$ cat src/rtl/lcd_sync_pkg.sv
package lcd_sync_pkg;

  // Extra bus clocks before the first visible byte, per colour mode
  function automatic int pipe_delay(input int cpp);
    return (cpp == 2) ? 3 : 5;
  endfunction

  // Width of a counter holding 0 .. n-1, never below one bit
  function automatic int cw(input int n);
    return (n < 2) ? 1 : $clog2(n);
  endfunction

endpackage

$ cat src/rtl/lcd_hcount.sv
module lcd_hcount #(
  parameter int HT      = 1008,
  parameter int H_START = 26,
  parameter int CPP     = 3,
  parameter int HW      = 10,
  parameter int XW      = 9,
  parameter int LW      = 2
) (
  input  logic          clk,
  input  logic          clr,
  input  logic          adv,
  output logic [HW-1:0] h_q,
  output logic          eol,
  output logic [XW-1:0] x_q,
  output logic [LW-1:0] lane_q
);
  localparam logic [HW-1:0] H_LAST   = HW'(HT - 1);
  localparam logic [HW-1:0] PRE_START = HW'(H_START - 1);
  localparam logic [LW-1:0] LANE_LAST = LW'(CPP - 1);

  assign eol = (h_q == H_LAST);

  always_ff @(posedge clk) begin
    if (clr) begin
      h_q    <= '0;
      x_q    <= '0;
      lane_q <= '0;
    end else if (adv) begin
      h_q <= eol ? '0 : h_q + 1'b1;
      if (h_q == PRE_START) begin
        x_q    <= '0;
        lane_q <= '0;
      end else if (lane_q == LANE_LAST) begin
        x_q    <= x_q + 1'b1;
        lane_q <= '0;
      end else begin
        lane_q <= lane_q + 1'b1;
      end
    end
  end

  // position never leaves the line
  p_h_range_r1: assert property (@(posedge clk) disable iff (clr)
    h_q <= H_LAST);

  // last clock of the line is followed by clock 0
  p_h_wrap_r1: assert property (@(posedge clk) disable iff (clr)
    (adv && h_q == H_LAST) |=> (h_q == '0));

  // lane stays inside one pixel
  p_lane_bound_r6: assert property (@(posedge clk) disable iff (clr)
    lane_q <= LANE_LAST);

endmodule

$ cat src/rtl/lcd_vcount.sv
module lcd_vcount #(
  parameter int VT = 244,
  parameter int VW = 8
) (
  input  logic          clk,
  input  logic          clr,
  input  logic          adv,
  output logic [VW-1:0] v_q
);
  localparam logic [VW-1:0] V_LAST = VW'(VT - 1);

  always_ff @(posedge clk) begin
    if (clr)
      v_q <= '0;
    else if (adv)
      v_q <= (v_q == V_LAST) ? '0 : v_q + 1'b1;
  end

  // frame wraps after the last line
  p_v_wrap_r1: assert property (@(posedge clk) disable iff (clr)
    (adv && v_q == V_LAST) |=> (v_q == '0));

  p_v_range_r1: assert property (@(posedge clk) disable iff (clr)
    v_q <= V_LAST);

endmodule

$ cat src/rtl/lcd_sync_decode.sv
module lcd_sync_decode #(
  parameter int HT      = 1008,
  parameter int VT      = 244,
  parameter int HS_CLKS = 6,
  parameter int VS_CLKS = 6,
  parameter int VS_LEAD = 1,
  parameter int H_START = 26,
  parameter int H_ACT   = 960,
  parameter int V_FIRST = 2,
  parameter int V_ACT   = 240,
  parameter int HW      = 10,
  parameter int VW      = 8,
  parameter int XW      = 9,
  parameter int YW      = 8,
  parameter int LW      = 2
) (
  input  logic          run,
  input  logic [HW-1:0] h,
  input  logic [VW-1:0] v,
  input  logic [XW-1:0] x,
  input  logic [LW-1:0] lane,
  output logic          hs_n,
  output logic          vs_n,
  output logic          active,
  output logic [XW-1:0] pix_x,
  output logic [YW-1:0] pix_y,
  output logic [LW-1:0] pix_lane
);
  localparam logic [HW-1:0] HS_END  = HW'(HS_CLKS);
  localparam logic [HW-1:0] VS_HEAD = HW'(VS_CLKS - VS_LEAD);
  localparam logic [HW-1:0] WIN_LO  = HW'(H_START);
  localparam logic [HW-1:0] WIN_HI  = HW'(H_START + H_ACT);
  localparam logic [VW-1:0] ROW_LO  = VW'(V_FIRST);
  localparam logic [VW-1:0] ROW_HI  = VW'(V_FIRST + V_ACT);
  localparam logic [VW-1:0] V_LAST  = VW'(VT - 1);

  logic vs_tail;
  logic vs_on;
  logic h_win;
  logic v_win;

  generate
    if (VS_LEAD > 0) begin : g_lead
      localparam logic [HW-1:0] TAIL_LO = HW'(HT - VS_LEAD);
      assign vs_tail = (v == V_LAST) && (h >= TAIL_LO);
    end else begin : g_nolead
      assign vs_tail = 1'b0;
    end
  endgenerate

  assign vs_on = ((v == '0) && (h < VS_HEAD)) || vs_tail;
  assign h_win = (h >= WIN_LO) && (h < WIN_HI);
  assign v_win = (v >= ROW_LO) && (v < ROW_HI);

  always_comb begin
    hs_n     = ~(run && (h < HS_END));
    vs_n     = ~(run && vs_on);
    active   = run && h_win && v_win;
    pix_x    = active ? x : '0;
    pix_lane = active ? lane : '0;
    pix_y    = active ? YW'(v - ROW_LO) : '0;
  end

endmodule

$ cat src/rtl/lcd_sync_gen.sv
module lcd_sync_gen
  import lcd_sync_pkg::*;
#(
  parameter int CLK_PER_PIX = 3,
  parameter int H_TOTAL_PIX = 336,
  parameter int H_SYNC_PIX  = 2,
  parameter int H_START_PIX = 7,
  parameter int H_ACT_PIX   = 320,
  parameter int V_ACT       = 240,
  parameter int V_BLANK     = 4,
  parameter int V_SYNC_PIX  = 2,
  parameter int VS_LEAD     = 1,
  localparam int XW = cw(H_ACT_PIX),
  localparam int YW = cw(V_ACT),
  localparam int LW = cw(CLK_PER_PIX)
) (
  input  logic          clk,
  input  logic          rst,
  input  logic          en,
  output logic          hs_n,
  output logic          vs_n,
  output logic          line_active,
  output logic [XW-1:0] pix_x,
  output logic [YW-1:0] pix_y,
  output logic [LW-1:0] pix_lane
);
  localparam int HT      = H_TOTAL_PIX * CLK_PER_PIX;
  localparam int VT      = V_ACT + V_BLANK;
  localparam int H_START = H_START_PIX * CLK_PER_PIX + pipe_delay(CLK_PER_PIX);
  localparam int H_ACT   = H_ACT_PIX * CLK_PER_PIX;
  localparam int HW      = cw(HT);
  localparam int VW      = cw(VT);
  localparam logic [LW-1:0] LANE_LAST = LW'(CLK_PER_PIX - 1);

  logic          run;
  logic          clr;
  logic          eol;
  logic [HW-1:0] h_q;
  logic [VW-1:0] v_q;
  logic [XW-1:0] x_q;
  logic [LW-1:0] lane_q;

  assign run = en && !rst;
  assign clr = !run;

  lcd_hcount #(
    .HT(HT), .H_START(H_START), .CPP(CLK_PER_PIX),
    .HW(HW), .XW(XW), .LW(LW)
  ) u_h (
    .clk(clk), .clr(clr), .adv(run),
    .h_q(h_q), .eol(eol), .x_q(x_q), .lane_q(lane_q)
  );

  lcd_vcount #(.VT(VT), .VW(VW)) u_v (
    .clk(clk), .clr(clr), .adv(run && eol), .v_q(v_q)
  );

  lcd_sync_decode #(
    .HT(HT), .VT(VT),
    .HS_CLKS(H_SYNC_PIX * CLK_PER_PIX), .VS_CLKS(V_SYNC_PIX * CLK_PER_PIX),
    .VS_LEAD(VS_LEAD), .H_START(H_START), .H_ACT(H_ACT),
    .V_FIRST(V_BLANK / 2), .V_ACT(V_ACT),
    .HW(HW), .VW(VW), .XW(XW), .YW(YW), .LW(LW)
  ) u_dec (
    .run(run), .h(h_q), .v(v_q), .x(x_q), .lane(lane_q),
    .hs_n(hs_n), .vs_n(vs_n), .active(line_active),
    .pix_x(pix_x), .pix_y(pix_y), .pix_lane(pix_lane)
  );

  // disabled generator is quiet
  p_idle_quiet_r7: assert property (@(posedge clk) disable iff (rst)
    !en |-> (hs_n && vs_n && !line_active));

  // reset is quiet whatever en does
  p_reset_quiet_r8: assert property (@(posedge clk)
    rst |-> (hs_n && vs_n && !line_active));

  // every visible run starts at column 0, lane 0
  p_run_start_r6: assert property (@(posedge clk) disable iff (rst)
    $rose(line_active) |-> (pix_x == '0 && pix_lane == '0));

  // lane steps by one inside a pixel
  p_lane_step_r6: assert property (@(posedge clk) disable iff (rst)
    (line_active && $past(line_active) && $past(pix_lane) != LANE_LAST)
      |-> (pix_lane == $past(pix_lane) + 1'b1));

  // column advances when the lane wraps
  p_col_step_r6: assert property (@(posedge clk) disable iff (rst)
    (line_active && $past(line_active) && $past(pix_lane) == LANE_LAST)
      |-> (pix_lane == '0 && pix_x == $past(pix_x) + 1'b1));

endmodule

$ cat config.mk
export PLATFORM = sky130hd
export DESIGN_NAME = lcd_sync_gen
export DESIGN_NICKNAME = d
export VERILOG_FILES = /design/src/rtl/lcd_sync_pkg.sv /design/src/rtl/lcd_hcount.sv /design/src/rtl/lcd_vcount.sv /design/src/rtl/lcd_sync_decode.sv /design/src/rtl/lcd_sync_gen.sv
export SDC_FILE = /design/constraint.sdc
export NUM_CORES = 1
export LEC_CHECK = 0
export ABC_AREA = 0
export BUFFER_PORTS_ARGS = -buffer_cell sky130_fd_sc_hd__buf_2
export CAP_MARGIN = 20
export CELL_PAD_IN_SITES_DETAIL_PLACEMENT = 0
export CELL_PAD_IN_SITES_GLOBAL_PLACEMENT = 1
export CORE_UTILIZATION = 38
export CTS_BUF_LIST = sky130_fd_sc_hd__clkbuf_8
export CTS_CLUSTER_SIZE = 8
export DETAILED_ROUTE_END_ITERATION = 10
export PLACE_DENSITY = 0.82
export SLEW_MARGIN = 20
export SYNTH_ARGS = -nofsm -noshare
export SYNTH_HDL_FRONTEND = slang
export SYNTH_HIERARCHICAL = 1
export SYNTH_SLANG_ARGS = --single-unit
$ cat constraint.sdc
create_clock -name clk -period 4 [get_ports clk]
set_input_delay 0.2 -clock clk [delete_from_list [all_inputs] [get_ports clk]]
set_output_delay 0.2 -clock clk [all_outputs]
set_load 0.1 [all_outputs]
==> results.sh, run 1 <==
export IMPL_outcome="complete, no violations"
export IMPL_cts_buffers=5
export IMPL_gp_congestion=0.7732
export IMPL_die_area_mm2=0.005207
export IMPL_synthToLayoutAreaGrowth_pct=13.71
export IMPL_postRouteAntennaNets=0
export IMPL_fmax_mhz=337.2
export IMPL_hold_path_class="reg2reg"
export IMPL_postCtsSetupRepairBufs=0
export IMPL_grt_max_degree=21
export IMPL_timing_rr_start="u_h/h_q[5]"
export IMPL_first_pass_iters=5
export IMPL_via_per_inst=5.323
export IMPL_cts_buffer_depth=2
export IMPL_rows=25
export IMPL_synthCells=229
export IMPL_clkSinkCount=29
export IMPL_final_cells=322
export IMPL_place_area_mm2=0.002044
export IMPL_tns_ps=0
export IMPL_synth_nets=238
export IMPL_p_leak_nw=0.7917
export IMPL_yosysUniqueCellTypes=50
export IMPL_die_h_um=72.16
export IMPL_final_util=0.4503
export IMPL_dp_worst_setup_slack_ps=1337
export IMPL_cp_end_kind="output pin"
export IMPL_portBuffers=24
export IMPL_wl_per_cell_um=13.35
export IMPL_cts_tree="yes"
export IMPL_synthArstFlopShare=0
export IMPL_antenna_found_initial=0
export IMPL_cp_start_kind="register"
export IMPL_worstSetupPathType="reg2out"
export IMPL_worst_slew_pin_slew_ps=954.6
export IMPL_reg2reg_depth=7
export IMPL_worstHoldStart="u_h/x_q[8]"
export IMPL_cp_arrival_ps=2770
export IMPL_fp_dieW_um=72.16
export IMPL_htreeDepth=2
export IMPL_finClkSkew_ps=7.845
export IMPL_grt_pass1_wl_um=7169
export IMPL_holdWs_ps=486.8
export IMPL_critical_path_peak_fanout=20
export IMPL_hold_violations=0
export IMPL_vdd_drop_max_mv=0.1688
export IMPL_grt_usage=0.1769
export IMPL_ys_seq_area_frac=0.3104
export IMPL_syn_cell_area_mm2=0.001871
export IMPL_drive_gt1_frac=0.1569
export IMPL_grt_overflow=0
export IMPL_slew_viol_final=0
export IMPL_clk_pin_slew_ps=70
export IMPL_finalWorstSetupSlack_ps=1034
export IMPL_synth_warnings=6
export IMPL_finalInstanceArea_mm2=0.002127
export IMPL_start_util=0.3960
export IMPL_cp_startpoint="u_h/h_q[2]"
export IMPL_avgSynthCellArea_um2=8.168
export IMPL_insertion_delay_ps=280
export IMPL_finalCriticalPeriod_ps=2966
export IMPL_cp_required_ps=3800
export IMPL_powerDensity_mw_per_mm2=259.9
export IMPL_synth_flop_cell="dfxtp_1"
export IMPL_holdBufCountCts=0
export IMPL_ctsRootBufferMaster="clkbuf_8"
export IMPL_synth_edf_count=0
export IMPL_post_cts_resized=0
export IMPL_n_fill_cell=487
export IMPL_rsz0062_at_grt="no"
export IMPL_wirelength_um=4300
export IMPL_placed_cells=314
export IMPL_total_power_mw=0.5529
export IMPL_multiInputGateArea_mm2=0.001226
export IMPL_setup_violations=0
export IMPL_dp_hpwl_um=2974
export IMPL_grt_pass1_vias=1524
export IMPL_core_area_mm2=0.004723
export IMPL_io_pins=25
export IMPL_slew_headroom=0.3625
export IMPL_drtIter0Drc=145
export IMPL_hold_depth=2
export IMPL_final_nets=263
export IMPL_vias=1714
export IMPL_regArea_um2=580.6
export IMPL_post_route_drc_count=0
export IMPL_n_antenna_cell=0
export IMPL_synth_seq_cells=29
export IMPL_min_period_over_period=0.7415
export IMPL_max_cap_violations=0
## worst max-delay path: stages, from the launching register on
cell and delay (ps):
dfxtp_1 410, o211a_1 270, or3_1 330, a211oi_2 790, and2_1 250, buf_2 430
## cells in the mapped netlist (7+ instances only)
master / count / area [um2]
dfxtp_1: 29 / 580.6
nor2_1: 20 / 75.07
and2_1: 19 / 118.9
nand2_1: 17 / 63.81
nand4_1: 10 / 62.56
o21ai_0: 10 / 50.05
xor2_1: 10 / 87.58
a21oi_1: 8 / 40.04
inv_1: 8 / 30.03
xnor2_1: 8 / 70.07
a31oi_1: 7 / 43.79
nor3_1: 7 / 35.03
## flip-flops by register name (all words and copies together) (netlist names)
name,count
u_h/h_q,10
u_v/v_q,8
u_h/x_q,9
u_h/lane_q,2
## cell families after synthesis
family / synth area share
xor gates and xnor gates: 0.08428
AOI/OAI and AO/OA: 0.1432
adders and majority gates: 0.04013
muxes: 0.005351
buffers and inverters: 0.03411
and+or+nand+nor: 0.3826
DFF: 0.3104
## layer usage
metal	vias to the layer above	GRT usage	share of wire
met2	32	0.2669	0.43
met5	-	0	0
met1	791	0.2474	0.52
met4	0	0.07190	0.017
met3	8	0.03333	0.033
li1	883	-	-
## cell usage in the layout (no fill, tap or decap), types with 6 or more instances in the layout
master / count
buf_2: 24
nand4_1: 10
inv_1: 9
and2_1: 19
nor2_1: 20
ha_1: 6
xnor2_1: 8
a21oi_1: 8
nor3_1: 7
dfxtp_1: 29
nand2_1: 17
xor2_1: 10
o21ai_0: 10
a31oi_1: 7
## where the power goes
part           leakage (nW)  switching [mW]  internal [mW]
Combinational         0.509          0.0228        0.00741
Sequential            0.234         0.00197          0.290
Clock                0.0491           0.113          0.118
## worst paths after layout
kind                      to  slack (ps)
setup reg to reg  u_v/v_q[0]        1450
setup / recovery    pix_y[6]        1030
hold / removal    u_h/x_q[8]         490
hold reg to reg   u_h/x_q[8]         490
## area by class of cell
| class | instances | area share |
|---|---|---|
| tap | 67 | 0.03941 |
| timing repair buffer | 24 | 0.05647 |
| sequential | 29 | 0.2729 |
| multi-input combinational | 185 | 0.5765 |
| clock inverter | 3 | 0.006471 |
| clock buffer | 5 | 0.03235 |
| inverter | 9 | 0.01588 |
Power figures use the tool's default switching activity.
==> run 2, diff against run 1 <==
==> constraint.sdc (replaced) <==
create_clock -name clk -period 2.75 [get_ports clk]
set_input_delay 0.1375 -clock clk [delete_from_list [all_inputs] [get_ports clk]]
set_output_delay 0.1375 -clock clk [all_outputs]
set_load 0.1 [all_outputs]
==> run 2 against run 1 <==
Effect of this change:
- non-clock buffer count up 2
- flip-flop and latch count unchanged
- first-iteration DRC count down 13%
- combinational power up 51%
- via count up 2.2%
- critical path type is now reg2reg
- register-to-register slack worse by 1100 ps
- total power up 49%
- clock power up 52%
- largest cell class unchanged
==> results.sh, run 2 (same netlist as run 1, synthesis figures left out) <==
export IMPL_met3_usage=0.04167
export IMPL_cp_end_kind="register"
export IMPL_wl_per_cell_um=13.09
export IMPL_grt_overflow=0
export IMPL_via_per_inst=5.424
export IMPL_final_util=0.5152
export IMPL_clkSinkCount=29
export IMPL_dp_hpwl_um=3038
export IMPL_slew_headroom=0.5776
export IMPL_cts_buffer_depth=2
export IMPL_cp_required_ps=2890
export IMPL_clk_pin_slew_ps=60
export IMPL_p_seq_frac=0.516
export IMPL_cp_arrival_ps=2570
export IMPL_htreeDepth=2
export IMPL_antenna_found_initial=0
export IMPL_rows=25
export IMPL_outcome="complete, no violations"
export IMPL_rsz0062_at_grt="no"
export IMPL_postRouteAntennaNets=0
export IMPL_setup_violations=0
export IMPL_worstSetupPathType="reg2reg"
export IMPL_drtIter0Drc=126
export IMPL_insertion_delay_ps=280
export IMPL_grtUsageMet2=0.2804
export IMPL_final_common_cell="dfxtp_1"
export IMPL_start_util=0.3960
export IMPL_slew_viol_final=0
export IMPL_io_pins=25
export IMPL_finalCriticalPeriod_ps=2431
export IMPL_tns_ps=0
export IMPL_drive_gt1_frac=0.1641
export IMPL_post_route_drc_count=0
export IMPL_vias=1752
export IMPL_finClkSkew_ps=6.376
export IMPL_grt_pass1_vias=1584
export IMPL_portBuffers=24
export IMPL_p_switching_mw=0.1943
export IMPL_first_pass_iters=4
export IMPL_n_antenna_cell=0
export IMPL_grt_pass1_wl_um=7403
export IMPL_final_nets=265
export IMPL_cts_tree="yes"
export IMPL_crit_chain="nand4_1 > nor3b_1 > and4_1 > and3b_2 > nand4bb_1 > o31ai_1 > nor2_1"
export IMPL_top_register="u_h/h_q"
export IMPL_grt_usage=0.1822
export IMPL_holdBufCountCts=0
export IMPL_crit_slowest_cell="o31ai_1"
export IMPL_synthToLayoutAreaGrowth_pct=30.10
export IMPL_pwr_share_clk=0.428
export IMPL_powerDensity_mw_per_mm2=337.8
export IMPL_fmax_mhz=411.3
export IMPL_p_int_mw=0.6278
export IMPL_swShare=0.2364
export IMPL_critical_path_peak_fanout=10
export IMPL_worst_slew_pin_slew_ps=628.2
export IMPL_wirelength_um=4228
export IMPL_final_cells=323
export IMPL_worst_path_largest_cell_delay_ps=570
export IMPL_cp_start_kind="register"
export IMPL_min_period_over_period=0.8842
export IMPL_crit_family="simple AND/OR/NAND/NOR gates"
export IMPL_postCtsSetupRepairBufs=0
export IMPL_worst_path_buf_inv=0
export IMPL_fp_dieW_um=72.16
export IMPL_p_comb_frac=0.055
export IMPL_die_h_um=72.16
export IMPL_post_cts_resized=0
export IMPL_hold_violations=0
export IMPL_reg_top3="u_h/h_q: 10 flops, u_h/x_q: 9 flops, u_v/v_q: 8 flops"
export IMPL_vdd_drop_max_mv=0.1710
export IMPL_ctsRootBufferMaster="clkbuf_8"
export IMPL_hold_path_class="in2reg"
export IMPL_mostFrequentLayoutCells="dfxtp_1, nor2_1, buf_12, and2_1, nand2_1"
export IMPL_total_power_mw=0.8221
export IMPL_grtUsageMet1=0.2491
export IMPL_max_cap_violations=0
export IMPL_die_area_mm2=0.005207
export IMPL_busiest_layer="met2"
export IMPL_placed_cells=316
export IMPL_cts_buffers=5
export IMPL_core_area_mm2=0.004723
export IMPL_largest_register_ffs=10
export IMPL_p_leak_nw=0.8489
export IMPL_grt_max_degree=21
export IMPL_gp_congestion=0.8919
==> run 2: cell count changes in the layout (fill, tap and decap cells not counted), sizes merged <==
| cell | change |
|---|---|
| clkinv | -2 |
| buf | +2 |
| clkbuf | +1 |
==> run 2: worst paths after layout <==
kind              startpoint    endpoint  slack [ps]  cells after the start
setup / recovery  u_h/h_q[5]  u_v/v_q[3]         320                      7
setup reg to reg  u_h/h_q[5]  u_v/v_q[3]         320                      7
hold / removal            en  u_v/v_q[0]         440                      4
hold reg to reg   u_h/x_q[8]  u_h/x_q[8]         490                      2
==> run 2: layer usage <==
metal,share of wire,vias up
li1,-,887
met1,0.47,809
met2,0.46,52
met3,0.063,4
met4,0.010,0
met5,0,-
==> run 2: power groups by stage <==
| stage | Combinational, mW | Clock, mW | Sequential [mW] |
|---|---|---|---|
| after floorplan | 0.0347 | 0 | 0.433 |
| after global placement | 0.0456 | 0 | 0.434 |
| after detailed placement | 0.0453 | 0 | 0.434 |
| after CTS | 0.0455 | 0.363 | 0.424 |
| after global routing | 0.0499 | 0.384 | 0.425 |
| final | 0.0455 | 0.352 | 0.424 |
==> run 2: through the flow <==
step	worst slack [ps]	hold WS, ps	area, um2
floorplan	164.2	410.7	1873
global placement	471.8	466.7	2347
detailed placement	386.5	471.8	2347
CTS	350.7	436.5	2434
global route	83.34	466.6	2434
finish	318.5	442.0	2434
==> run 2: layout make-up <==
class / count / area [um2]
fillers: 457 / 2290
clock buffers: 6 / 82.58
multi-input cells: 185 / 1229
inverters: 9 / 33.78
well taps: 67 / 83.83
flip-flops and latches: 29 / 580.6
repair buffers: 26 / 420.4
clock inverters: 1 / 3.754
==> run 2: worst min-delay path, cell delays in order <==
cell and delay [ps]:
buf_2 110, and3b_2 280, xnor2_1 90, nor2_1 70
==> run 3, diff against run 2 <==
--- a/config.mk
+++ b/config.mk
@@ -6,7 +6,7 @@
 export NUM_CORES = 1
 export LEC_CHECK = 0
 export ABC_AREA = 0
-export BUFFER_PORTS_ARGS = -buffer_cell sky130_fd_sc_hd__buf_2
+export BUFFER_PORTS_ARGS = -buffer_cell sky130_fd_sc_hd__buf_4
 export CAP_MARGIN = 20
 export CELL_PAD_IN_SITES_DETAIL_PLACEMENT = 0
 export CELL_PAD_IN_SITES_GLOBAL_PLACEMENT = 1
==> run 3 against run 2 <==
Effect of this change:
- flip-flop and latch count stayed put
- sequential power is essentially flat
- non-clock buffer count up 1
- largest cell class unchanged
==> results.sh, run 3 (same netlist as run 1, synthesis figures left out) <==
export IMPL_r2r_end="u_v/v_q[3]"
export IMPL_tns_ps=0
export IMPL_insertion_delay_ps=280
export IMPL_worstSetupPathType="reg2reg"
export IMPL_wirelength_um=4227
export IMPL_worst_slew_pin_slew_ps=587.0
export IMPL_grt_max_degree=21
export IMPL_htreeDepth=2
export IMPL_postCtsSetupRepairBufs=0
export IMPL_placed_cells=317
export IMPL_cp_start_kind="register"
export IMPL_n_antenna_cell=0
export IMPL_crit_family="simple AND/OR/NAND/NOR gates"
export IMPL_grt_overflow=0
export IMPL_dp_hpwl_um=3023
export IMPL_top_register="u_h/h_q"
export IMPL_final_cells=325
export IMPL_die_h_um=72.16
export IMPL_crit_slowest_cell="o31ai_1"
export IMPL_vias=1725
export IMPL_final_util=0.4683
export IMPL_first_pass_iters=4
export IMPL_holdWs_ps=364.6
export IMPL_holdBufCountCts=0
export IMPL_cts_buffer_depth=2
export IMPL_rsz0062_at_grt="no"
export IMPL_cp_startpoint="u_h/h_q[5]"
export IMPL_outcome="complete, no violations"
export IMPL_vdd_drop_max_mv=0.2627
export IMPL_slew_headroom=0.6053
export IMPL_io_pins=25
export IMPL_antenna_found_initial=0
export IMPL_cp_required_ps=2890
export IMPL_finClkSkew_ps=9.843
export IMPL_cp_end_kind="register"
export IMPL_finalCriticalPeriod_ps=2516
export IMPL_powerDensity_mw_per_mm2=361.1
export IMPL_max_cap_violations=0
export IMPL_drtIter0Drc=106
export IMPL_via_per_inst=5.308
export IMPL_wl_per_cell_um=13.01
export IMPL_fmax_mhz=397.5
export IMPL_post_cts_resized=0
export IMPL_postRouteAntennaNets=0
export IMPL_grt_usage=0.1750
export IMPL_crit_chain="nand4_1 > nor3b_1 > and4_1 > and3b_2 > nand4bb_1 > o31ai_1 > nor2_1"
export IMPL_largest_register_ffs=10
export IMPL_gp_congestion=0.8654
export IMPL_worst_path_largest_cell_delay_ps=540
export IMPL_fp_dieW_um=72.16
export IMPL_critical_path_peak_fanout=10
export IMPL_core_area_mm2=0.004723
export IMPL_mostFrequentLayoutCells="dfxtp_1, buf_4, nor2_1"
export IMPL_cts_tree="yes"
export IMPL_reg_top3="u_h/h_q: 10 flops, u_h/x_q: 9 flops, u_v/v_q: 8 flops"
export IMPL_hold_path_class="in2reg"
export IMPL_clkSinkCount=29
export IMPL_clk_pin_slew_ps=60
export IMPL_worst_path_buf_inv=0
export IMPL_cp_depth=7
export IMPL_grt_pass1_wl_um=7169
export IMPL_total_power_mw=0.7987
export IMPL_drive_gt1_frac=0.1705
export IMPL_cts_buffers=5
export IMPL_rrSetupSlack_ps=230
export IMPL_reg2reg_depth=7
export IMPL_final_nets=266
export IMPL_slew_viol_final=0
export IMPL_p_leak_nw=0.8084
export IMPL_synthToLayoutAreaGrowth_pct=18.26
export IMPL_post_route_drc_count=0
export IMPL_grt_pass1_vias=1536
export IMPL_portBuffers=24
export IMPL_min_period_over_period=0.9149
export IMPL_setup_violations=0
export IMPL_start_util=0.3960
export IMPL_cp_arrival_ps=2650
export IMPL_timing_rr_start="u_h/h_q[5]"
export IMPL_final_common_cell="dfxtp_1"
export IMPL_hold_violations=0
export IMPL_endpoint="u_v/v_q[3]"
export IMPL_ctsRootBufferMaster="clkbuf_8"
export IMPL_rows=25
export IMPL_die_area_mm2=0.005207
## run 3: cell types whose count changed in the layout (fill, tap and decap cells not counted)
cell,before,now
buf_4,2,27
buf_12,19,0
buf_2,5,0
clkinv_2,0,2
clkbuf_8,6,5
## run 3: worst min-delay path: cells and delay by family
family          cells  cell delay, ps
simple gates        1             260
buf+inv             1              90
compound gates      1             100
## run 3: worst min-delay path by stage
stage                     startpoint    endpoint  slack, ps  cells past startpoint
after floorplan                   en  u_v/v_q[6]        410                      2
after global placement    u_h/x_q[8]  u_h/x_q[8]        470                      2
after detailed placement  u_h/x_q[8]  u_h/x_q[8]        480                      2
after CTS                         en  u_h/h_q[1]        360                      3
after global routing              en  u_h/h_q[1]        360                      3
final                             en  u_h/h_q[1]        360                      3
## run 3: area by class of cell
| class | count | area, um2 |
|---|---|---|
| well taps | 67 | 83.83 |
| inverters | 9 | 33.78 |
| clock inverters | 3 | 13.76 |
| clock buffers | 5 | 68.82 |
| flip-flops and latches | 29 | 580.6 |
| repair buffers | 27 | 202.7 |
| fillers | 492 | 2511 |
| multi-input cells | 185 | 1229 |
## run 3: report_power, final
group          switching [mW]  total, mW  internal [mW]
Clock                   0.155      0.326          0.171
Sequential            0.00271      0.424          0.422
Combinational          0.0340     0.0483         0.0144
Total                   0.192      0.799          0.607
## run 3: layer usage
metal,GRT usage,vias up,routed length [um],share of wire
li1,-,888,-,-
met1,0.2440,796,2115,0.50
met2,0.2627,36,1893,0.45
met3,0.04444,5,176,0.042
met4,0.05882,0,42,0.0099
met5,0,-,0,0
## run 3: metrics by stage
| step | setup WS (ps) | cell area, um2 |
|---|---|---|
| 2_1_floorplan | 164.2 | 1873 |
| 3_3_place_gp | 454.6 | 2130 |
| 3_5_place_dp | 348.0 | 2130 |
| 4_1_cts | 320.9 | 2212 |
| 5_1_grt | 57.85 | 2212 |
| 6_report | 234.0 | 2212 |
